### src/rtl/bxp_pkg.sv
package bxp_pkg;
  // width of a priority field as seen on the write port
  localparam int FIELD_W = 8;

  // register address map
  localparam int ADDR_CTRL = 0;
  localparam int ADDR_SVC  = 1;
  localparam int ADDR_TICK = 2;
  localparam int ADDR_EXT0 = 3;
  localparam int CTRL_REMAP_BIT = 0;

  // source slots, ordered by exception number, secure copy first
  localparam int SRC_SVC_S   = 0;
  localparam int SRC_SVC_NS  = 1;
  localparam int SRC_TICK_S  = 2;
  localparam int SRC_TICK_NS = 3;
  localparam int SRC_EXT0    = 4;
endpackage

### src/rtl/bxp_prio_bank.sv
module bxp_prio_bank
  import bxp_pkg::*;
#(
  parameter int PRIO_BITS = 3,
  parameter int NUM_EXT   = 4,
  parameter int ADDR_W    = 4,
  parameter logic [NUM_EXT-1:0] EXT_SECURE = '0
) (
  input  logic                              clk,
  input  logic                              rst_n,
  input  logic                              wr_en,
  input  logic                              wr_secure,
  input  logic [ADDR_W-1:0]                 wr_addr,
  input  logic [FIELD_W-1:0]                wr_data,
  output logic                              remap_o,
  output logic [PRIO_BITS-1:0]              svc_s_o,
  output logic [PRIO_BITS-1:0]              svc_ns_o,
  output logic [PRIO_BITS-1:0]              tick_s_o,
  output logic [PRIO_BITS-1:0]              tick_ns_o,
  output logic [NUM_EXT-1:0][PRIO_BITS-1:0] ext_o
);
  localparam int LVL_LSB = FIELD_W - PRIO_BITS;

  logic [PRIO_BITS-1:0] wr_lvl;
  logic                 hit_ctrl, hit_svc, hit_tick;
  logic [1:0][PRIO_BITS-1:0] svc_q, tick_q;   // index 1 = secure copy
  logic                 unused_wr_bits;

  assign wr_lvl         = wr_data[FIELD_W-1:LVL_LSB];
  assign unused_wr_bits = ^wr_data;
  assign hit_ctrl = wr_en && (int'(wr_addr) == ADDR_CTRL);
  assign hit_svc  = wr_en && (int'(wr_addr) == ADDR_SVC);
  assign hit_tick = wr_en && (int'(wr_addr) == ADDR_TICK);

  // remap control: secure writers only
  always_ff @(posedge clk or negedge rst_n) begin
    if (!rst_n)                    remap_o <= 1'b0;
    else if (hit_ctrl && wr_secure) remap_o <= wr_data[CTRL_REMAP_BIT];
  end

  // banked system exception priorities, one copy per security state
  for (genvar b = 0; b < 2; b++) begin : g_bank
    always_ff @(posedge clk or negedge rst_n) begin
      if (!rst_n) begin
        svc_q[b]  <= '0;
        tick_q[b] <= '0;
      end else begin
        if (hit_svc  && (wr_secure == 1'(b))) svc_q[b]  <= wr_lvl;
        if (hit_tick && (wr_secure == 1'(b))) tick_q[b] <= wr_lvl;
      end
    end
  end

  // external lines: writable only from the state the line belongs to
  for (genvar k = 0; k < NUM_EXT; k++) begin : g_ext
    logic hit_ext;
    assign hit_ext = wr_en && (int'(wr_addr) == ADDR_EXT0 + k) &&
                     (wr_secure == EXT_SECURE[k]);
    always_ff @(posedge clk or negedge rst_n) begin
      if (!rst_n)       ext_o[k] <= '0;
      else if (hit_ext) ext_o[k] <= wr_lvl;
    end
  end

  assign svc_s_o   = svc_q[1];
  assign svc_ns_o  = svc_q[0];
  assign tick_s_o  = tick_q[1];
  assign tick_ns_o = tick_q[0];
endmodule

### src/rtl/bxp_remap.sv
module bxp_remap #(
  parameter int PRIO_BITS = 3
) (
  input  logic [PRIO_BITS-1:0] level_i,
  input  logic                 secure_i,
  input  logic                 remap_i,
  output logic [PRIO_BITS:0]   eff_o
);
  localparam int LVL_W = PRIO_BITS + 1;
  localparam logic [LVL_W-1:0] HALF = LVL_W'(1 << (PRIO_BITS - 1));
  localparam logic [LVL_W-1:0] MAXL = LVL_W'((1 << PRIO_BITS) - 1);

  logic [LVL_W-1:0] plain, shifted;

  assign plain   = {1'b0, level_i};
  assign shifted = plain + HALF;

  always_comb begin
    if (remap_i && !secure_i) eff_o = (shifted > MAXL) ? MAXL : shifted;
    else                      eff_o = plain;
  end
endmodule

### src/rtl/bxp_select.sv
module bxp_select #(
  parameter int NUM_SRC = 8,
  parameter int LVL_W   = 4
) (
  input  logic [NUM_SRC-1:0]            pend_i,
  input  logic [NUM_SRC-1:0]            sec_i,
  input  logic [NUM_SRC-1:0][LVL_W-1:0] prio_i,
  output logic [NUM_SRC-1:0]            onehot_o,
  output logic                          valid_o,
  output logic                          secure_o,
  output logic [LVL_W-1:0]              prio_o
);
  localparam int IDX_W = (NUM_SRC > 1) ? $clog2(NUM_SRC) : 1;
  localparam int KEY_W = LVL_W + 1;

  logic [IDX_W-1:0] best_idx;
  logic [KEY_W-1:0] best_key;
  logic             found;

  // key = {level, not-secure}: lower wins; scan keeps the lower index on a tie
  always_comb begin
    found    = 1'b0;
    best_idx = '0;
    best_key = '1;
    for (int i = 0; i < NUM_SRC; i++) begin
      if (pend_i[i] && (!found || {prio_i[i], ~sec_i[i]} < best_key)) begin
        found    = 1'b1;
        best_idx = IDX_W'(i);
        best_key = {prio_i[i], ~sec_i[i]};
      end
    end
  end

  always_comb begin
    onehot_o = '0;
    if (found) onehot_o[best_idx] = 1'b1;
  end

  assign valid_o  = found;
  assign secure_o = found && !best_key[0];
  assign prio_o   = found ? best_key[KEY_W-1:1] : '0;
endmodule

### src/rtl/bxp_arbiter.sv
module bxp_arbiter
  import bxp_pkg::*;
#(
  parameter int PRIO_BITS = 3,
  parameter int NUM_EXT   = 4,
  parameter int ADDR_W    = 4,
  parameter logic [NUM_EXT-1:0] EXT_SECURE = 4'b0101
) (
  input  logic                   clk,
  input  logic                   rst_n,
  input  logic                   wr_en,
  input  logic                   wr_secure,
  input  logic [ADDR_W-1:0]      wr_addr,
  input  logic [7:0]             wr_data,
  input  logic [1:0]             svc_pend,
  input  logic [1:0]             tick_pend,
  input  logic [NUM_EXT-1:0]     ext_pend,
  input  logic [PRIO_BITS:0]     active_prio,
  output logic [NUM_EXT+3:0]     win_onehot,
  output logic                   win_valid,
  output logic                   win_secure,
  output logic [PRIO_BITS:0]     win_prio,
  output logic                   preempt
);
  localparam int NUM_SRC = NUM_EXT + 4;
  localparam int LVL_W   = PRIO_BITS + 1;

  logic                              remap_q;
  logic [PRIO_BITS-1:0]              svc_s_lvl, svc_ns_lvl, tick_s_lvl, tick_ns_lvl;
  logic [NUM_EXT-1:0][PRIO_BITS-1:0] ext_lvl;
  logic [NUM_SRC-1:0][PRIO_BITS-1:0] raw_lvl;
  logic [NUM_SRC-1:0][LVL_W-1:0]     eff_lvl;
  logic [NUM_SRC-1:0]                src_sec, src_pend;
  logic                              preempt_q;

  bxp_prio_bank #(
    .PRIO_BITS(PRIO_BITS), .NUM_EXT(NUM_EXT), .ADDR_W(ADDR_W), .EXT_SECURE(EXT_SECURE)
  ) u_bank (
    .clk(clk), .rst_n(rst_n), .wr_en(wr_en), .wr_secure(wr_secure),
    .wr_addr(wr_addr), .wr_data(wr_data), .remap_o(remap_q),
    .svc_s_o(svc_s_lvl), .svc_ns_o(svc_ns_lvl),
    .tick_s_o(tick_s_lvl), .tick_ns_o(tick_ns_lvl), .ext_o(ext_lvl)
  );

  // source table in exception-number order
  assign raw_lvl[SRC_SVC_S]   = svc_s_lvl;
  assign raw_lvl[SRC_SVC_NS]  = svc_ns_lvl;
  assign raw_lvl[SRC_TICK_S]  = tick_s_lvl;
  assign raw_lvl[SRC_TICK_NS] = tick_ns_lvl;
  assign src_sec[3:0]  = 4'b0101;
  assign src_pend[3:0] = {tick_pend[0], tick_pend[1], svc_pend[0], svc_pend[1]};

  for (genvar k = 0; k < NUM_EXT; k++) begin : g_ext_src
    assign raw_lvl[SRC_EXT0+k]  = ext_lvl[k];
    assign src_sec[SRC_EXT0+k]  = EXT_SECURE[k];
    assign src_pend[SRC_EXT0+k] = ext_pend[k];
  end

  for (genvar i = 0; i < NUM_SRC; i++) begin : g_remap
    bxp_remap #(.PRIO_BITS(PRIO_BITS)) u_remap (
      .level_i(raw_lvl[i]), .secure_i(src_sec[i]),
      .remap_i(remap_q), .eff_o(eff_lvl[i])
    );
  end

  bxp_select #(.NUM_SRC(NUM_SRC), .LVL_W(LVL_W)) u_select (
    .pend_i(src_pend), .sec_i(src_sec), .prio_i(eff_lvl),
    .onehot_o(win_onehot), .valid_o(win_valid),
    .secure_o(win_secure), .prio_o(win_prio)
  );

  // strict comparison: an equal level never preempts
  always_ff @(posedge clk or negedge rst_n) begin
    if (!rst_n) preempt_q <= 1'b0;
    else        preempt_q <= win_valid && (win_prio < active_prio);
  end

  assign preempt = preempt_q;
endmodule

### config.mk
export PLATFORM = sky130hd
export DESIGN_NAME = bxp_arbiter
export DESIGN_NICKNAME = d
export VERILOG_FILES = /design/src/rtl/bxp_pkg.sv /design/src/rtl/bxp_prio_bank.sv /design/src/rtl/bxp_remap.sv /design/src/rtl/bxp_select.sv /design/src/rtl/bxp_arbiter.sv
export SDC_FILE = /design/constraint.sdc
export NUM_CORES = 1
export LEC_CHECK = 0
export CORE_ASPECT_RATIO = 2
export CORE_MARGIN = 2
export CORE_UTILIZATION = 50
export CTS_CLUSTER_DIAMETER = 40
export DETAILED_ROUTE_END_ITERATION = 6
export DONT_BUFFER_PORTS = 1
export PLACE_DENSITY = 0.77
export SYNTH_ARGS = -nofsm -noshare
export SYNTH_HDL_FRONTEND = slang
export SYNTH_SLANG_ARGS = --single-unit
### constraint.sdc
create_clock -name clk -period 14.8 [get_ports clk]
set_input_delay 2.22 -clock clk [delete_from_list [all_inputs] [get_ports clk]]
set_output_delay 2.22 -clock clk [all_outputs]
set_load 0.005 [all_outputs]
* After elaboration in Yosys (flattened, before gate mapping)
Index checks and enable logic that the tools add are counted.
** Word-level totals
- Register bits after elaboration :: 26
- Logic and storage cells :: 112
- Output and inout port bits :: 15
- Input bits :: 28
** Cells by class
- Reduce and logical (&&, ||, !) cells :: 42
- Multiplexer cells :: 35
- Magnitude comparators :: 14
- Bitwise operators :: 1
- $add $sub $neg :: 4
- Eq/ne operators :: 6
** Operators with widths (count)
- $mux W5 :: 8
- $mux W4 :: 9
- $logic_and A1 B1 Y1 :: 26
- $lt A5 B5 Y1 :: 4
- $add A3 B3 Y4 const B :: 4
- $gt A4 B3 Y1 const B :: 4
- $lt A4 B5 Y1 :: 3
- $eq A4 B4 Y1 const B :: 3
- $mux W3 :: 4
- $mux W1 :: 10
- $eq A4 B3 Y1 const B :: 2
- $logic_not A1 Y1 :: 8
- $mux W8 :: 1
- $logic_or A1 B1 Y1 :: 7
- $eq A4 B2 Y1 const B :: 1
- $logic_not A4 Y1 :: 1
- $lt A3 B4 Y1 const B :: 1
- $lt A4 B4 Y1 :: 1
- $mux W2 :: 2
- $demux W1 S3 :: 1
- $ge A3 B1 Y1 const B :: 1
- $not A1 Y1 :: 1

* Longest topological paths before layout
Gate-level depths: netlist (run 1).
- Depth after elaboration :: 37
- Mapped depth :: 65
- Mapped depth without buffers :: 61

* Hierarchy
From an unflattened synthesis (run 1), not the netlist that was laid out.
** Unflattened totals
- Cells, all modules :: 372
- Area, all modules :: 3337.0 um2
** Modules (own cells, without submodules)
- bxp_select :: cells each 234, instances 1, area an instance 1840.5 um2, sequential area each 0.0 um2
- bxp_prio_bank :: cells each 66, instances 1, area an instance 1036.0 um2, sequential area each 625.6 um2
- bxp_remap :: cells each 7, instances 8, area an instance 42.5 um2, sequential area each 0.0 um2
- bxp_arbiter :: cells each 16, instances 1, area an instance 120.1 um2, sequential area each 25.0 um2

* Worst setup path before layout (run 1)
Ideal clock, no wire load.
- Path kind :: input-to-output
- From :: input port svc_pend[1]
- To :: output port win_onehot[1]
- Stages on the path :: 55
- Path buffers :: 4
- Slack :: 41 ps
- Arrival :: 12539 ps
- Data required time :: 12580 ps
- Cells stage by stage :: buf_4 > nor2b_1 > ha_1 > o211ai_1 > a31o_2 > a21oi_1 > o22ai_1 > ha_1 > a211oi_4 > o211a_1 > a41o_1 > nand2_1 > o21a_1 > ha_1 > nand2_1 > o2111ai_1 > a21boi_0 > nor2b_1 > [... 19 more ...] > a21o_1 > a21oi_1 > and4_1 > o21a_1 > a21o_1 > clkbuf_1 > o21a_1 > ha_1 > nand2_1 > nand3_1 > nor2_1 > and3_1 > a21oi_1 > o211ai_1 > a21oi_4 > o311ai_4 > or3b_4 > nor3_2
** On the way
- Cells in the longest elaborated chain, start to end :: 34
- Elaborated cells on any way between the ends :: 56
- Classes of those cells :: 9 x order compare; 25 x mux; 22 x reduce/logical
** Ends and longest elaborated chain
- start: declaration :: RTL line bxp_arbiter.sv:15 : input logic [1:0] svc_pend,
- $mux W5 / $mux W1 (equally long branches) :: RTL line bxp_select.sv:26 : if (pend_i[i] && (!found || {prio_i[i], ~sec_i[i]} < best_key)) begin
- $lt A5 B5 Y1 / $logic_not A1 Y1 (equally long branches) :: RTL line bxp_select.sv:26
- $logic_or A1 B1 Y1 :: RTL line bxp_select.sv:26
- $logic_and A1 B1 Y1 :: RTL line bxp_select.sv:26
- $mux W5 / $mux W1 (equally long branches) :: RTL line bxp_select.sv:26
- $lt A4 B5 Y1 / $logic_not A1 Y1 (equally long branches) :: RTL line bxp_select.sv:26
- $logic_or A1 B1 Y1 :: RTL line bxp_select.sv:26
- $logic_and A1 B1 Y1 :: RTL line bxp_select.sv:26
- [... 18 more ...]
- $logic_or A1 B1 Y1 :: RTL line bxp_select.sv:26
- $logic_and A1 B1 Y1 :: RTL line bxp_select.sv:26
- $mux W3 :: RTL line bxp_select.sv:26
- $lt A3 B4 Y1 (not written as such) / $ge A3 B1 Y1 (equally long branches) :: RTL line bxp_select.sv:36 : if (found) onehot_o[best_idx] = 1'b1;
- $logic_and A1 B1 Y1 (not written as such) :: RTL line bxp_select.sv:36
- $mux W1 (not written as such) :: RTL line bxp_select.sv:36
- $demux W1 S3
- $mux W8 * :: RTL line bxp_select.sv:36
- end: declaration :: RTL line bxp_arbiter.sv:19 : output logic [NUM_EXT+3:0] win_onehot,
Every way passes the cells marked *; elsewhere a longest branch is shown, timed or not.

* Worst setup path after layout (run 1)
- From :: input port svc_pend[1]
- To :: output port win_onehot[3]
Same word-level chain as after synthesis.

==> impl_metrics.env, run 1 <==
export IMPL_status="finished, final reports clean"
export IMPL_drive_above_1_share_pct=27.1
export IMPL_seq_area_frac_synth_pct=25.1
export IMPL_die_h_um=106
export IMPL_min_path_cells=1
export IMPL_dp_hpwl_um=4920
export IMPL_grt_util_all_layers_pct=21.7
export IMPL_final_antenna_net_count=0
export IMPL_finalClockSkew_ns=0.00192
export IMPL_cp_end_kind="primary output"
export IMPL_cts_hold_buffers=0
export IMPL_synth_mux_area_share_pct=11.7
export IMPL_drc=0
export IMPL_ys_ff_latch=26
export IMPL_met3_length_um=202
export IMPL_syn_area_per_cell_um2=9.08
export IMPL_max_cap_viol=0
export IMPL_cts_clk_slew_worst_paths_ns=0.08
export IMPL_drt_wirelength_per_cell_um=17.1
export IMPL_synth_top_family_by_area="compound AO/OA/AOI/OAI gates"
export IMPL_insertion_delay_ns=0.26
export IMPL_avgViaCountPerCell=6.32
export IMPL_netlist_area_mm2=0.00259
export IMPL_synth_top_cells_by_area="dfrtp_1, mux2_2, ha_1"
export IMPL_floorplan_die_width_um=54.9
export IMPL_holdCritStartpoint="u_bank.svc_s_o[0]$_DFFE_PN0P_"
export IMPL_met2_routed_wl_um=3300
export IMPL_ir_drop_mv=0.104
export IMPL_layout_area_overhead_vs_synth_pct=12.5
export IMPL_start_util_pct=51.3
export IMPL_synth_distinct_cells=53
export IMPL_design_core_area_mm2=0.00505
export IMPL_adder_and_majority_cell_fraction_of_the_synthesized_area_pct=11.6
export IMPL_die_area_mm2=0.00580
export IMPL_area_sequential_um2=651
export IMPL_final_core_util_pct=57.7
export IMPL_synth_simple_gate_area_share_pct=20.3
export IMPL_finalSetupViolCount=0
export IMPL_rows=37
export IMPL_totalWireLength_um=6170
export IMPL_gp_congestion=0.839
export IMPL_timing_critical_path_arrival_ns=12.26
export IMPL_synth_top_cell_area_share_pct=25.1
export IMPL_route_layer_met1_wl_um=2540
export IMPL_grt_antenna_before_repair=0
export IMPL_dr_max_layer_used="met4"
export IMPL_worst_r2r_setup_slack_ns=2.77
export IMPL_synth_top_flop_cell="dfrtp_1"
export IMPL_stdcell_count=361
export IMPL_worst_hold_path_endpoint="u_bank.svc_s_o[0]$_DFFE_PN0P_"
export IMPL_slew_violations=0
export IMPL_critPathBufInv=1
export IMPL_fillerInstances=437
export IMPL_grt_first_pass_wirelength_um=9610
export IMPL_finalCriticalPeriod_ns=14.48
export IMPL_clock_sink_count=26
export IMPL_final_min_period_over_clock_period_pct=97.8
export IMPL_synth_warning_count=0
export IMPL_first_iter_violations=73
export IMPL_grt_start_max_net_pins=27
export IMPL_worstReg2RegEnd="preempt$_DFF_PN0_"
export IMPL_dr_total_vias=2280
export IMPL_worst_r2r_path_depth=60
export IMPL_io_pins=43
export IMPL_postSynthCellCount=285
export IMPL_numCtsBuffers=3
export IMPL_ctsLongestPathBuffers=2
export IMPL_final_net_count=356
export IMPL_hold_path_class="reg -> reg"
export IMPL_cell_with_the_largest_stage_delay_on_the_worst_path="or3b_4"
export IMPL_area_used_by_multi_input_combinational_logic_mm2=0.00197
export IMPL_gr_total_overflow=0
export IMPL_synth_xor_area_share_pct=0
export IMPL_port_buffers=0
export IMPL_cts_tree="done"
export IMPL_path_common_cell="ha_1"
export IMPL_dp_cells=350
export IMPL_startpoint_class_of_the_critical_path="primary input"
export IMPL_synth_top_area_cell="dfrtp_1"
export IMPL_async_flop_share_pct=100
export IMPL_drt_pass1_iter_count=4
export IMPL_cp_top_family="compound AO/OA/AOI/OAI gates"
export IMPL_p_leak_nw=1.32
export IMPL_critical_path_class="in -> out"
export IMPL_clock_root_buffer="clkbuf_8"
export IMPL_worst_path_max_fanout=11
export IMPL_regToRegStartpoint="u_bank.remap_o$_DFFE_PN0P_"
export IMPL_cp_required_ns=12.58
export IMPL_powerDensity_mw_per_mm2=141
export IMPL_antenna_cells_inserted=0
export IMPL_timing_final_hold_violations=0
export IMPL_slew_limit_headroom_pct=61.6
export IMPL_worst_slew_pin_transition_ns=0.568
export IMPL_synth_compound_area_share_pct=27.6
export IMPL_htree_num_levels=1
export IMPL_number_of_global_route_vias_before_repair=2203
export IMPL_delay_of_the_slowest_cell_on_the_worst_path_ns=0.47
export IMPL_synth_edff_count=0
export IMPL_maxClockFrequency_mhz=69.1
-- sequential cells by signal, indices dropped and copies added, names as in the netlist --
name / flops
preempt: 1
u_bank.tick_ns_o: 3
u_bank.remap_o: 1
u_bank.svc_ns_o: 3
u_bank.ext_o: 12
u_bank.tick_s_o: 3
u_bank.svc_s_o: 3
-- synth_stat cells (4+ instances only) --
| cell | n |
|---|---|
| nor3_1 | 6 |
| dfrtp_1 | 26 |
| o21ai_0 | 10 |
| o211ai_1 | 7 |
| nor2b_1 | 10 |
| o21a_1 | 10 |
| nand2_1 | 25 |
| nor2_1 | 19 |
| inv_1 | 14 |
| nand2b_1 | 4 |
| and3_1 | 5 |
| or2_2 | 4 |
| nand3_1 | 5 |
| mux2_2 | 27 |
| a21o_1 | 16 |
| a21oi_1 | 13 |
| ha_1 | 24 |
-- final cells by class --
cell class,instances,share of cell area [%]
Multi-Input combinational cell,244,67.6
Clock buffer,4,1.89
Timing Repair Buffer,15,3.87
Sequential cell,26,22.3
Inverter,14,1.80
Tap cell,58,2.49
-- report_power, final --
group / internal [W] / switching, W / leakage, nW
Combinational: 0.000122 / 0.000145 / 0.967
Sequential: 0.0000857 / 0.0000148 / 0.327
Clock: 0.0000237 / 0.0000197 / 0.0288
Total: 0.000231 / 0.000180 / 1.32
-- metrics by stage --
stage	total power (W)	area [µm²]	hold slack [ns]	TNS, ns	worst slack [ns]
floorplan	0.000287	2610	0.470	0	0.0414
global placement	0.000326	2700	0.489	0	0.137
detailed placement	0.000337	2700	0.497	-1.43	-0.220
CTS	0.000385	2770	0.515	0	0.0226
global route	0.000444	2910	0.532	-1.34	-0.206
finish	0.000411	2910	0.505	0	0.319
-- layout by cell type (no fill, tap or decap), drive strengths merged, types with 2 or more instances in the layout --
master   netlist  final
clkbuf         3      4
nor2          19     19
a21o          16     16
mux2          27     27
nor3           8      8
o22ai          3      3
nand3          5      5
nand2b         4      4
nand4          3      3
conb           1      6
o21ai         14     14
a21boi         2      2
o211ai         7      7
a21oi         18     18
dfrtp         26     26
or2            4      4
a211o          2      2
ha            24     24
inv           14     14
and3           5      5
o21a          10     10
a211oi         4      4
and4           3      3
nor2b         10     10
nand2         26     26
buf            3     15
nand3b         3      3
o2111ai        3      3
nor4b          2      2
-- routing by layer --
metal  up-vias  track usage (%)
met5         -                0
met4         0             6.96
met3        13             2.41
met2        64             37.8
met1      1107             26.1
li1       1096                -
-- cells by family after synthesis --
kind of cell	Yosys count
DFF	26
other	1
and+or+nand+nor	97
buffers and inverters	20
adders and majority gates	24
AOI/OAI and AO/OA	90
muxes	27
-- worst register-to-register path, delay by kind of cell (launching register included) --
| kind | cells | cell delay, ns |
|---|---|---|
| buffers and inverters | 2 | 0.36 |
| AND/OR/NAND/NOR | 14 | 1.99 |
| adder cells (fa/ha/maj) | 8 | 2.25 |
| AO/OA/AOI/OAI | 34 | 6.12 |
| flip-flops | 1 | 0.56 |
| multiplexers | 2 | 0.68 |
-- how the worst max path moves through the flow --
stage	startpoint	end	slack [ns]	depth (start not counted)
5_1_grt	svc_pend[1]	win_onehot[1]	-0.21	54
4_1_cts	svc_pend[1]	win_prio[2]	0.02	55
2_1_floorplan	svc_pend[1]	win_onehot[1]	0.04	55
3_5_place_dp	svc_pend[1]	win_prio[2]	-0.22	55
3_3_place_gp	svc_pend[1]	win_prio[2]	0.14	55
6_report	svc_pend[1]	win_onehot[3]	0.32	54
-- timing repair --
item	4_1_cts	5_1_grt
cloned	0	0
gates resized for setup	3	19
setup endpoints to repair	9	12
setup buffers	0	7
pin swaps	0	8
No activity file was read; power rests on OpenSTA's default activity.
==> run 2: changes to the inputs <==
PLACE_DENSITY = 0.74   (was 0.77)
clock period = 15.61 ns   (was 14.8 ns; I/O delays follow)
==> run 2 against run 1 <==
Compared with the run above:
- total power down 11%
- critical path type unchanged
- global-route usage is 0.54 points lower
- utilization fell by 2.6 points
- sequential power is 6% lower
- critical path depth shrank 1
- cell area shrank 4.4%
- wire length down 6.6%
- count of clock-buffer cells in the layout unchanged
- sequential share of layout area rose by 1.0 points
- final cell count is 2.2% lower
==> impl_metrics.env, run 2 (same netlist as run 1, synthesis figures left out) <==
export IMPL_antenna_cells_inserted=0
export IMPL_layout_area_overhead_vs_synth_pct=7.54
export IMPL_finalSetupViolCount=0
export IMPL_worst_slew_pin_transition_ns=0.502
export IMPL_status="finished, final reports clean"
export IMPL_gp_congestion=0.830
export IMPL_grt_antenna_before_repair=0
export IMPL_first_iter_violations=70
export IMPL_avgViaCountPerCell=6.13
export IMPL_finalClockSkew_ns=0.00281
export IMPL_start_util_pct=51.3
export IMPL_final_antenna_net_count=0
export IMPL_gr_total_overflow=0
export IMPL_final_net_count=348
export IMPL_layout_setup_ws_ns=0.599
export IMPL_timing_critical_path_arrival_ns=12.67
export IMPL_htree_num_levels=1
export IMPL_powerDensity_mw_per_mm2=132
export IMPL_final_core_util_pct=55.2
export IMPL_grt_util_all_layers_pct=21.1
export IMPL_ir_drop_mv=0.109
export IMPL_timing_final_hold_violations=0
export IMPL_cts_tree="done"
export IMPL_ctsLongestPathBuffers=2
export IMPL_dr_total_vias=2164
export IMPL_final_design_area_no_fill_mm2=0.00278
export IMPL_drt_pass1_iter_count=4
export IMPL_slew_limit_headroom_pct=66.0
export IMPL_dp_hpwl_um=4740
export IMPL_grt_start_max_net_pins=27
export IMPL_critical_path_startpoint="svc_pend[1]"
export IMPL_number_of_global_route_vias_before_repair=2161
export IMPL_design_core_area_mm2=0.00505
export IMPL_die_area_mm2=0.00580
export IMPL_cell_with_the_largest_stage_delay_on_the_worst_path="or3b_4"
export IMPL_drive_above_1_share_pct=22.4
export IMPL_cp_end_kind="primary output"
export IMPL_finalCriticalPeriod_ns=15.01
export IMPL_rows=37
export IMPL_delay_of_the_slowest_cell_on_the_worst_path_ns=0.46
export IMPL_final_cell_mix="mux2_2, dfrtp_1, nand2_1"
export IMPL_largest_register="u_bank.ext_o"
export IMPL_dp_cells=347
export IMPL_clock_sink_count=26
export IMPL_hold_path_class="reg -> reg"
export IMPL_critical_path_class="in -> out"
export IMPL_port_buffers=0
export IMPL_grt_first_pass_wirelength_um=9440
export IMPL_largest_register_ffs=12
export IMPL_floorplan_die_width_um=54.9
export IMPL_numCtsBuffers=3
export IMPL_insertion_delay_ns=0.26
export IMPL_detailed_place_area_mm2=0.00268
export IMPL_die_h_um=106
export IMPL_holdCritStartpoint="u_bank.svc_s_o[0]$_DFFE_PN0P_"
export IMPL_layout_commonest_cell="mux2_2"
export IMPL_worst_path_max_fanout=11
export IMPL_cp_required_ns=13.27
export IMPL_io_pins=43
export IMPL_drt_wirelength_per_cell_um=16.3
export IMPL_maxClockFrequency_mhz=66.6
export IMPL_totalWireLength_um=5770
export IMPL_clock_root_buffer="clkbuf_8"
export IMPL_stdcell_count=353
export IMPL_p_leak_nw=1.27
export IMPL_place_ws_ns=0.00651
export IMPL_final_min_period_over_clock_period_pct=96.2
export IMPL_regToRegStartpoint="u_bank.remap_o$_DFFE_PN0P_"
export IMPL_startpoint_class_of_the_critical_path="primary input"
export IMPL_slew_violations=0
export IMPL_cts_clk_slew_worst_paths_ns=0.08
export IMPL_max_cap_viol=0
export IMPL_path_common_cell="ha_1"
export IMPL_drc=0
## run 2: cell type report
type	instances	area, µm²
Clock buffer	4	55.1
Fill cell	464	2260
Inverter	14	52.6
Multi-Input combinational cell	244	1900
Sequential cell	26	651
Tap cell	58	72.6
Timing Repair Buffer	7	52.6
## run 2: path summary, 6_finish.rpt
check / to / slack [ns] / depth (start not counted)
setup reg to reg: preempt$_DFF_PN0_ / 3.37 / 59
setup / recovery: win_onehot[1] / 0.60 / 53
max in group asynchronous: u_bank.tick_s_o[0]$_DFFE_PN0P_ / 13.77 / 0
hold / removal: u_bank.svc_s_o[0]$_DFFE_PN0P_ / 0.51 / 1
min in group asynchronous: preempt$_DFF_PN0_ / 1.77 / 0
hold reg to reg: u_bank.svc_s_o[0]$_DFFE_PN0P_ / 0.51 / 1
## run 2: through the flow
stage	TNS [ns]	total power, W	hold WS, ns
3_3_place_gp	0	0.000307	0.490
2_1_floorplan	0	0.000272	0.470
5_1_grt	-0.0333	0.000399	0.536
4_1_cts	0	0.000360	0.507
6_report	0	0.000367	0.505
3_5_place_dp	0	0.000316	0.488
## run 2: what timing repair did
item                       4_1_cts  5_1_grt
setup endpoints to repair        3       12
buffers inserted                 0        2
gates resized for setup          1        9
hold buffers                     0        0
pin swaps                        0        1
## run 2: per-layer routing
metal / global-route usage, % / vias to the layer above / part of all wire [%]
met5: 0 / - / 0
met4: 8.21 / 0 / 2.5
met3: 1.98 / 13 / 3.7
met2: 34.4 / 53 / 50
met1: 27.6 / 1019 / 44
li1: - / 1079 / -
## run 2: critical path, delay by kind of cell
family                     cells  cell delay (ns)
adders and majority gates      7             1.93
muxes                          2             0.69
AOI/OAI and AO/OA             31             5.67
and+or+nand+nor               13             2.03
## run 2: power by group
group | switching [W] | internal [W]
registers | 0.0000141 | 0.0000813
clock network | 0.0000183 | 0.0000225
logic | 0.000127 | 0.000103
==> run 3: changes to the inputs <==
clock period = 15.3 ns   (was 15.61 ns; I/O delays follow)
==> run 3 against run 2 <==
Compared with the run above:
- first-iteration DRC count is 16% lower
- sequential share of layout area is 0.18 points higher
- sequential cell count stayed put
- critical path depth stayed put
- die area stayed put
- register-to-register slack worse by 0.25 ns
- wire length is 0.26% lower
- worst hold slack worse by 0.0068 ns
- critical endpoint is now win_prio[2]
- largest power group unchanged
==> impl_metrics.env, run 3 (same netlist as run 1, synthesis figures left out) <==
export IMPL_final_core_util_pct=54.7
export IMPL_drt_pass1_iter_count=4
export IMPL_totalWireLength_um=5750
export IMPL_drt_wirelength_per_cell_um=16.4
export IMPL_start_util_pct=51.3
export IMPL_fillerInstances=465
export IMPL_maxClockFrequency_mhz=68.0
export IMPL_largest_register="u_bank.ext_o"
export IMPL_powerDensity_mw_per_mm2=133
export IMPL_delay_of_the_slowest_cell_on_the_worst_path_ns=0.37
export IMPL_cp_top_family="compound AO/OA/AOI/OAI gates"
export IMPL_final_setup_tns_ns=0
export IMPL_floorplan_die_width_um=54.9
export IMPL_final_total_pwr_w=0.000368
export IMPL_timing_final_hold_violations=0
export IMPL_grt_antenna_before_repair=0
export IMPL_largest_register_ffs=12
export IMPL_layout_setup_ws_ns=0.596
export IMPL_final_cell_mix="mux2_2, dfrtp_1, nand2_1"
export IMPL_ctsLongestPathBuffers=2
export IMPL_rows=37
export IMPL_antenna_cells_inserted=0
export IMPL_worst_slew_pin_transition_ns=0.691
export IMPL_slew_violations=0
export IMPL_design_core_area_mm2=0.00505
export IMPL_cts_tree="done"
export IMPL_clock_sink_count=26
export IMPL_area_sequential_um2=651
export IMPL_critPathBufInv=2
export IMPL_final_net_count=347
export IMPL_dp_hpwl_um=4790
export IMPL_status="finished, final reports clean"
export IMPL_startpoint_class_of_the_critical_path="primary input"
export IMPL_drive_above_1_share_pct=21.8
export IMPL_cp_required_ns=13.01
export IMPL_cts_clk_slew_worst_paths_ns=0.08
export IMPL_finalSetupViolCount=0
export IMPL_p_leak_nw=1.25
export IMPL_area_used_by_multi_input_combinational_logic_mm2=0.00190
export IMPL_gp_congestion=0.843
export IMPL_ir_drop_mv=0.116
export IMPL_cts_hold_buffers=0
export IMPL_number_of_global_route_vias_before_repair=2094
export IMPL_finalClockSkew_ns=0.00129
export IMPL_first_iter_violations=59
export IMPL_place_ws_ns=-0.139
export IMPL_grt_util_all_layers_pct=21.4
export IMPL_final_min_period_over_clock_period_pct=96.1
export IMPL_max_cap_viol=0
export IMPL_cp_end_kind="primary output"
export IMPL_htree_num_levels=1
export IMPL_die_area_mm2=0.00580
export IMPL_die_h_um=106
export IMPL_numCtsBuffers=3
export IMPL_hold_path_class="reg -> reg"
export IMPL_path_common_cell="ha_1"
export IMPL_grt_start_max_net_pins=27
export IMPL_gr_total_overflow=0
export IMPL_layout_area_overhead_vs_synth_pct=6.72
export IMPL_port_buffers=0
export IMPL_clock_root_buffer="clkbuf_8"
export IMPL_slew_limit_headroom_pct=53.4
export IMPL_grt_first_pass_wirelength_um=9360
export IMPL_cell_with_the_largest_stage_delay_on_the_worst_path="mux2_2"
export IMPL_finalCriticalPeriod_ns=14.70
export IMPL_critical_path_class="in -> out"
export IMPL_avgViaCountPerCell=6.21
export IMPL_dr_total_vias=2181
export IMPL_io_pins=43
export IMPL_timing_critical_path_arrival_ns=12.41
export IMPL_worst_path_max_fanout=11
export IMPL_drc=0
export IMPL_layout_commonest_cell="mux2_2"
export IMPL_insertion_delay_ns=0.27
export IMPL_final_antenna_net_count=0
run 3: area by class of cell:
cell class	count	share of cell area [%]
Tap cell	58	2.63
Clock buffer	3	1.49
Timing Repair Buffer	6	1.63
Sequential cell	26	23.6
Inverter	14	1.90
Multi-Input combinational cell	244	68.8
run 3: where the power goes:
| group | switching, W | internal [W] |
|---|---|---|
| registers | 0.0000138 | 0.0000829 |
| clock network | 0.0000192 | 0.0000176 |
| logic | 0.000129 | 0.000105 |
| total | 0.000162 | 0.000206 |
run 3: path summary, 6_finish.rpt:
path                                                    start                            end  slack [ns]  cells after the start
max in group asynchronous                               rst_n  u_bank.svc_s_o[1]$_DFFE_PN0P_       13.51                      0
worst max-delay path                              svc_pend[1]                    win_prio[2]        0.60                     53
worst min-delay path            u_bank.svc_s_o[0]$_DFFE_PN0P_  u_bank.svc_s_o[0]$_DFFE_PN0P_        0.50                      1
worst max register to register     u_bank.remap_o$_DFFE_PN0P_              preempt$_DFF_PN0_        3.12                     59
min in group asynchronous                               rst_n   u_bank.ext_o[11]$_DFFE_PN0P_        1.71                      0
worst min register to register  u_bank.svc_s_o[0]$_DFFE_PN0P_  u_bank.svc_s_o[0]$_DFFE_PN0P_        0.50                      1
run 3: per-layer routing:
layer	wire length [µm]	track usage [%]
met1	2500	27.7
met2	2830	33.6
met3	247	3.26
met4	173	9.64
met5	0	0
run 3: stage by stage:
| step | area (µm²) | std cells | hold WS [ns] |
|---|---|---|---|
| CTS | 2730 | 350 | 0.505 |
| global route | 2760 | 351 | 0.532 |
| detailed placement | 2680 | 347 | 0.487 |
| finish | 2760 | 351 | 0.498 |
| global placement | 2680 | 347 | 0.490 |
| floorplan | 2610 | 290 | 0.470 |
run 3: repair_timing:
action / CTS / global route
setup buffers: 0 / 1
resized for setup: 2 / 8
endpoints found under the setup margin: 9 / 12
pin swaps: 0 / 2
